--- config.mk ---
export PLATFORM = sky130hd
export DESIGN_NAME = sline_client_fe
export DESIGN_NICKNAME = d
export VERILOG_FILES = /design/src/rtl/sline_pkg.sv /design/src/rtl/sline_sync.sv /design/src/rtl/sline_runcnt.sv /design/src/rtl/sline_timer.sv /design/src/rtl/sline_frame_fsm.sv /design/src/rtl/sline_client_fe.sv
export SDC_FILE = /design/constraint.sdc
export NUM_CORES = 1
export LEC_CHECK = 0
export ABC_AREA = 1
export BUFFER_PORTS_ARGS = -buffer_cell sky130_fd_sc_hd__buf_4
export CAP_MARGIN = 20
export CELL_PAD_IN_SITES_DETAIL_PLACEMENT = 0
export CELL_PAD_IN_SITES_GLOBAL_PLACEMENT = 1
export CORE_ASPECT_RATIO = 0.8
export CORE_MARGIN = 1.5
export CORE_UTILIZATION = 40
export DETAILED_ROUTE_END_ITERATION = 10
export HOLD_SLACK_MARGIN = 0.15
export PLACE_DENSITY = 0.76
export SLEW_MARGIN = 15
export SYNTH_ARGS = -nofsm -noshare
export SYNTH_HDL_FRONTEND = slang
export SYNTH_SLANG_ARGS = --single-unit
--- constraint.sdc ---
create_clock -name clk -period 1.75 [get_ports clk]
set_input_delay 0.0875 -clock clk [delete_from_list [all_inputs] [get_ports clk]]
set_output_delay 0.0875 -clock clk [all_outputs]
set_load 0.01 [all_outputs]
--- src/rtl/sline_pkg.sv ---
// sline_pkg: shared types and helpers for the single-wire client front end.
// Assumes nothing beyond IEEE 1800-2017 packages.
package sline_pkg;

    // Link/frame state of the client front end
    typedef enum logic [2:0] {
        ST_RECOV = 3'd0,   // waiting for the line to stay high after reset
        ST_DISCW = 3'd1,   // waiting for the discovery request edge
        ST_DACK  = 3'd2,   // driving the discovery answer
        ST_IDLE  = 3'd3,   // link up, waiting for a frame edge
        ST_FRAME = 3'd4    // inside a bit frame
    } fe_state_t;

    // Larger of two integers, used to size counters
    function automatic int imax(input int a, input int b);
        return (a > b) ? a : b;
    endfunction

endpackage

--- src/rtl/sline_sync.sv ---
// sline_sync: brings the asynchronous line level into the clock domain.
// Assumes the line idles high; the reset value is 1 so that no edge is seen
// at reset. STAGES picks the depth; a depth of 1 gives a single register.
module sline_sync #(
    parameter int STAGES = 2
) (
    input  logic clk,
    input  logic rst_n,
    input  logic d,
    output logic q
);

    generate
        if (STAGES <= 1) begin : g_single
            logic r;
            // Single capture register
            always_ff @(posedge clk) begin
                if (!rst_n) r <= 1'b1;
                else        r <= d;
            end
            assign q = r;
        end else begin : g_chain
            logic [STAGES-1:0] sh;
            // Shift chain of capture registers
            always_ff @(posedge clk) begin
                if (!rst_n) sh <= '1;
                else        sh <= {sh[STAGES-2:0], d};
            end
            assign q = sh[STAGES-1];
        end
    endgenerate

endmodule

--- src/rtl/sline_runcnt.sv ---
// sline_runcnt: saturating run-length counter.
// restart loads 1, clear loads 0, otherwise the count climbs and holds at LIM.
// Assumes LIM fits in CW bits.
module sline_runcnt #(
    parameter int CW  = 8,
    parameter int LIM = 200
) (
    input  logic          clk,
    input  logic          rst_n,
    input  logic          clear,
    input  logic          restart,
    output logic [CW-1:0] cnt
);

    localparam logic [CW-1:0] K_LIM = CW'(LIM);
    localparam logic [CW-1:0] K_ONE = CW'(1);

    // Count consecutive qualifying cycles, saturating at the limit
    always_ff @(posedge clk) begin
        if (!rst_n)             cnt <= '0;
        else if (restart)       cnt <= K_ONE;
        else if (clear)         cnt <= '0;
        else if (cnt != K_LIM)  cnt <= cnt + K_ONE;
    end

endmodule

--- src/rtl/sline_timer.sv ---
// sline_timer: measures the synchronized line.
// It gives a falling-edge flag, the cycles elapsed since the last edge, and
// threshold hits for the low run (reset) and high run (start/stop, recovery).
// Assumes LIM exceeds every threshold, so each "==" hit fires once per run.
module sline_timer #(
    parameter int CW      = 8,
    parameter int LIM     = 201,
    parameter int T_RESET = 200,
    parameter int T_GAP   = 100,
    parameter int T_RECOV = 50
) (
    input  logic          clk,
    input  logic          rst_n,
    input  logic          ln,
    output logic          fall,
    output logic [CW-1:0] elap,
    output logic          rst_hit,
    output logic          gap_hit,
    output logic          recov_ok
);

    localparam logic [CW-1:0] K_RESET = CW'(T_RESET);
    localparam logic [CW-1:0] K_GAP   = CW'(T_GAP);
    localparam logic [CW-1:0] K_RECOV = CW'(T_RECOV);

    logic          ln_prev;
    logic [CW-1:0] low_cnt;
    logic [CW-1:0] high_cnt;

    // Remember the previous line level for edge detection
    always_ff @(posedge clk) begin
        if (!rst_n) ln_prev <= 1'b1;
        else        ln_prev <= ln;
    end

    assign fall = ln_prev & ~ln;

    // Low run length
    sline_runcnt #(.CW(CW), .LIM(LIM)) u_low (
        .clk(clk), .rst_n(rst_n), .clear(ln), .restart(1'b0), .cnt(low_cnt)
    );

    // High run length
    sline_runcnt #(.CW(CW), .LIM(LIM)) u_high (
        .clk(clk), .rst_n(rst_n), .clear(~ln), .restart(1'b0), .cnt(high_cnt)
    );

    // Cycles since the last falling edge
    sline_runcnt #(.CW(CW), .LIM(LIM)) u_elap (
        .clk(clk), .rst_n(rst_n), .clear(1'b0), .restart(fall), .cnt(elap)
    );

    assign rst_hit  = (low_cnt == K_RESET);
    assign gap_hit  = (high_cnt == K_GAP);
    assign recov_ok = (high_cnt >= K_RECOV);

endmodule

--- src/rtl/sline_frame_fsm.sv ---
// sline_frame_fsm: link and bit-frame control.
// It handles recovery, the discovery answer, input sampling, output pull-down
// and the strobes toward the transaction layer. A line reset takes priority
// over everything else. Assumes T_SAMPLE < T_HOLD0 and T_DACK, T_HOLD0 < T_RESET.
module sline_frame_fsm
    import sline_pkg::*;
#(
    parameter int CW       = 8,
    parameter int T_SAMPLE = 20,
    parameter int T_HOLD0  = 40,
    parameter int T_DACK   = 60
) (
    input  logic          clk,
    input  logic          rst_n,
    input  logic          ln,
    input  logic          fall,
    input  logic [CW-1:0] elap,
    input  logic          rst_hit,
    input  logic          gap_hit,
    input  logic          recov_ok,
    input  logic          tx_mode,
    input  logic          tx_bit,
    output logic          pull,
    output logic          rx_valid,
    output logic          rx_bit,
    output logic          gap_seen,
    output logic          reset_seen,
    output logic          link_up
);

    localparam logic [CW-1:0] K_SAMPLE = CW'(T_SAMPLE);
    localparam logic [CW-1:0] K_HOLD0  = CW'(T_HOLD0);
    localparam logic [CW-1:0] K_DACK   = CW'(T_DACK);

    fe_state_t state;

    // State sequencing, line drive and one-cycle strobes
    always_ff @(posedge clk) begin
        if (!rst_n) begin
            state      <= ST_RECOV;
            pull       <= 1'b0;
            rx_valid   <= 1'b0;
            rx_bit     <= 1'b1;
            gap_seen   <= 1'b0;
            reset_seen <= 1'b0;
        end else begin
            rx_valid   <= 1'b0;
            gap_seen   <= 1'b0;
            reset_seen <= 1'b0;
            if (rst_hit) begin
                state      <= ST_RECOV;
                pull       <= 1'b0;
                reset_seen <= 1'b1;
            end else begin
                case (state)
                    ST_RECOV: begin
                        if (recov_ok) state <= ST_DISCW;
                    end
                    ST_DISCW: begin
                        if (fall) begin
                            state <= ST_DACK;
                            pull  <= 1'b1;
                        end
                    end
                    ST_DACK: begin
                        if (elap == K_DACK) begin
                            pull  <= 1'b0;
                            state <= ST_IDLE;
                        end
                    end
                    ST_IDLE: begin
                        gap_seen <= gap_hit;
                        if (fall) begin
                            state <= ST_FRAME;
                            pull  <= tx_mode & ~tx_bit;
                        end
                    end
                    ST_FRAME: begin
                        if (elap == K_SAMPLE) begin
                            rx_valid <= 1'b1;
                            rx_bit   <= ln;
                        end
                        if (elap == K_HOLD0) begin
                            pull  <= 1'b0;
                            state <= ST_IDLE;
                        end
                    end
                    default: state <= ST_RECOV;
                endcase
            end
        end
    end

    assign link_up = (state == ST_IDLE) || (state == ST_FRAME);

endmodule

--- src/rtl/sline_client_fe.sv ---
// sline_client_fe: single-wire client bit-frame front end (top).
// It synchronizes the line, measures runs and edges, and runs the frame FSM.
// Assumes an external pull-up on the line and that line_pull drives an
// open-drain pull-down. All thresholds are in clk cycles.
module sline_client_fe
    import sline_pkg::*;
#(
    parameter int SYNC_STAGES = 2,
    parameter int T_SAMPLE    = 20,
    parameter int T_HOLD0     = 40,
    parameter int T_DACK      = 60,
    parameter int T_RESET     = 200,
    parameter int T_RECOV     = 50,
    parameter int T_GAP       = 100
) (
    input  logic clk,
    input  logic rst_n,
    input  logic line_in,
    output logic line_pull,
    input  logic tx_mode,
    input  logic tx_bit,
    output logic rx_valid,
    output logic rx_bit,
    output logic gap_seen,
    output logic reset_seen,
    output logic link_up
);

    localparam int LIM = imax(imax(T_RESET, T_GAP),
                              imax(T_RECOV, imax(T_DACK, imax(T_HOLD0, T_SAMPLE)))) + 1;
    localparam int CW  = $clog2(LIM + 1);

    logic          ln;
    logic          fall;
    logic [CW-1:0] elap;
    logic          rst_hit;
    logic          gap_hit;
    logic          recov_ok;

    sline_sync #(.STAGES(SYNC_STAGES)) u_sync (
        .clk(clk), .rst_n(rst_n), .d(line_in), .q(ln)
    );

    sline_timer #(
        .CW(CW), .LIM(LIM), .T_RESET(T_RESET), .T_GAP(T_GAP), .T_RECOV(T_RECOV)
    ) u_timer (
        .clk(clk), .rst_n(rst_n), .ln(ln), .fall(fall), .elap(elap),
        .rst_hit(rst_hit), .gap_hit(gap_hit), .recov_ok(recov_ok)
    );

    sline_frame_fsm #(
        .CW(CW), .T_SAMPLE(T_SAMPLE), .T_HOLD0(T_HOLD0), .T_DACK(T_DACK)
    ) u_fsm (
        .clk(clk), .rst_n(rst_n), .ln(ln), .fall(fall), .elap(elap),
        .rst_hit(rst_hit), .gap_hit(gap_hit), .recov_ok(recov_ok),
        .tx_mode(tx_mode), .tx_bit(tx_bit), .pull(line_pull),
        .rx_valid(rx_valid), .rx_bit(rx_bit), .gap_seen(gap_seen),
        .reset_seen(reset_seen), .link_up(link_up)
    );

endmodule

==> run metrics <==
DR pass1 iterations 4; Synth warnings 0; P per Cell Area slightly below 800 nW/um2; Yosys reg bits 35; Startpoint Class flop; Syn Std Cell Area 1810 um2; initial antenna violation count 0; I/O pin cnt 11; Post-Route WL between 3000 and 4000 um; post-CTS setup buffer count 0; buffers and inverters on the worst path 2; register area share after synthesis between 30% and 40%; Hold-fix buffers, CTS 3; DRC 0; WHS Endpoint u_fsm.pull; CTS buffer count 5; met3 wire length 141 um; Congestion Overflow GR 0; vias per cell 4.67; Synth area leaders dfxtp_1 39%, nand2_1 9.5%, nor2_1 7.0%, ha_1 6.9%, inv_1 6.8%; Port Buffer Count 10; Clock Tree Buf Depth 2; final setup vio count 0; reg2reg path depth 10; most frequent CP cell nor2_1; # H-tree levels 2; post-route clock period utilization 81.2%; slowest stage delay, CP ~420 ps; CP max-delay cell dfxtp_1; top routing layer used met4; Fmax slightly above 700 MHz; # nets final approximately 280; CTS tree built; Max Slew Vio Count 0; Pleak about 0.84 nW; Core ar. approximately 4300 um2; Die Area roughly 4900 um2; Clock Latency Late Sink between 200 and 300 ps; post-route minimum period ~1400 ps; Routed met1 length ~1900 um; CTS root buf clkbuf_8; Synth-to-Final Area Change 15.3%; number of fill cells 438; Tot GR Track Use between 10% and 20%; synth cell count leaders 46 x nand2_1, 35 x dfxtp_1, 34 x nor2_1; worst slew pin tran 292 ps; RSZ-0062 raised after global routing false; post-route ant nets 0; hold_ws slightly above 200 ps; ANT cells 0; Rel. slew slack about four fifths; row cnt 21; Distinct cells, synth 29; first-pass GRT wire length approximately 5900 um; final instance area roughly 2100 um2; worst vdd ir around 0.52 mV; wire length on met2 ~1400 um; Starting Density between 40% and 50%; cell area after placement between 1500 and 2000 um2; WP data arrival about 1600 ps; Routed WL per cell 10.8 um; R2R Path End u_fsm.state[1]; Cells after Synth approximately 250; HP Class in -> reg; routability congestion estimate approximately 0.82; vias in the first global route 1316; number of flops mapped to enable cells by yosys 0; Top delay family on crit path simple AND/OR/NAND/NOR gates; CTS Sinks 35; Pwr Total around 1.7 mW; Final Hold Vio Count 0; 1st-iter DRT viols 64; total number of vias 1513; worst hold stages 5; Clock transition at path regs roughly 70 ps; DP HPWL between 2000 and 3000 um; dpl cells ~310; largest net degree at the start of global routing 13; CP cell instances inv_1 -> ha_1 -> nor2_1 -> nand3_1 -> nand2_1 -> nand2_1 -> inv_1 -> nor2_4 -> nor2_1 -> nor2_1; CP Capture Type flop; max-cap viol count 0; status complete, no violations; share of layout cells above drive strength 1 approximately an eighth; post-cts sizing count 0; die width 78.2 um; Post-synth ARST share 0%; final setup TNS 0 ps; die height 63.2 um; worst clock skew approximately 1.5 ps; RR Startpoint u_timer.u_high.cnt[0]; HP Start tx_mode; WP data required slightly below 2000 ps; Synth Flop Type dfxtp_1; Synth Area per Inst about 7.3 um2; CP Class reg -> reg; most numerous cell in the Yosys netlist nand2_1; Post-Layout Cell Count approximately 320; post-synthesis net count ~260; area leader, netlist dfxtp_1; CP max FO 5; reg-to-reg slack, setup ~330 ps; share of the synthesized area in the top cell type between 30% and 40%
## metal layers
layer	vias up	GRT usage, %
met5	-	0
met4	0	8.71
met3	8	4.35
met2	22	21.6
met1	650	21.7
li1	833	-
## cells in the final DEF, fill, tap and decap left out, drive strengths merged
cell type    Yosys  layout
a21oi           15      15
a31oi            1       1
and2             1       1
buf              1      10
bufinv           0       1
clkbuf           0       5
clkinv           1       3
dfxtp           35      35
dlygate4sd3      0       3
ha              10      10
inv             33      33
nand2           49      49
nand3           18      18
nand3b           1       1
nand4            8       8
nor2            38      38
nor3             7       7
nor3b            5       5
nor4             2       2
o21ai            8       8
o22ai            1       1
or2              5       5
or3              1       1
xnor2            3       3
xor2             4       4
## worst reg2reg max path: stages (launching register included)
cell	delay, ps
dfxtp_1	420
inv_1	90
ha_1	200
nor2_1	80
nand3_1	70
nand2_1	70
nand2_1	100
inv_1	110
nor2_4	50
nor2_1	80
nor2_1	50
## sequential cells by signal (all words and copies together), names as in the netlist
register and count:
u_fsm.gap_seen 1, u_fsm.pull 1, u_fsm.reset_seen 1, u_fsm.rx_bit 1, u_fsm.rx_valid 1, u_fsm.state 3
u_sync.g_chain.sh 2, u_timer.ln_prev 1, u_timer.u_elap.cnt 8, u_timer.u_high.cnt 8, u_timer.u_low.cnt 8
## cells by family after synthesis
group | share of synthesized area, %
AOI/OAI and AO/OA | 7.25
and+or+nand+nor | 36.1
adders and majority gates | 6.91
buffers and inverters | 7.67
xor gates and xnor gates | 3.38
DFF | 38.7
## per-stage QoR
step	worst slack (ps)	util, %
finish	330	49.1
global route	131	49.1
CTS	325	49.1
detailed placement	346	45.7
global placement	345	45.7
floorplan	485	-
## worst max path at each step
stage / start / end / slack, ps / depth (start not counted)
floorplan: u_timer.u_high.cnt[0] / u_fsm.state[2] / 490 / 10
global placement: u_timer.u_high.cnt[0] / u_fsm.state[2] / 340 / 10
detailed placement: u_timer.u_high.cnt[0] / u_fsm.state[0] / 350 / 10
CTS: u_timer.u_high.cnt[0] / u_fsm.state[1] / 320 / 10
global route: u_timer.u_high.cnt[0] / u_fsm.state[1] / 130 / 10
finish: u_timer.u_high.cnt[0] / u_fsm.state[1] / 330 / 10
## layout make-up
type,instances,area (um2),area share (%)
flip-flops and latches,35,701,33.5
multi-input cells,177,972,46.5
clock buffers,5,68.8,3.29
clock inverters,3,43.8,2.10
inverters,34,128,6.11
repair buffers,13,105,5.03
well taps,57,71.3,3.41
## report_power, final
group          internal, mW  switching [mW]  total [mW]
Combinational        0.0371          0.0497      0.0867
Clock                 0.424           0.318       0.742
Sequential            0.810          0.0145       0.825
(Power assumes the default switching activity.)
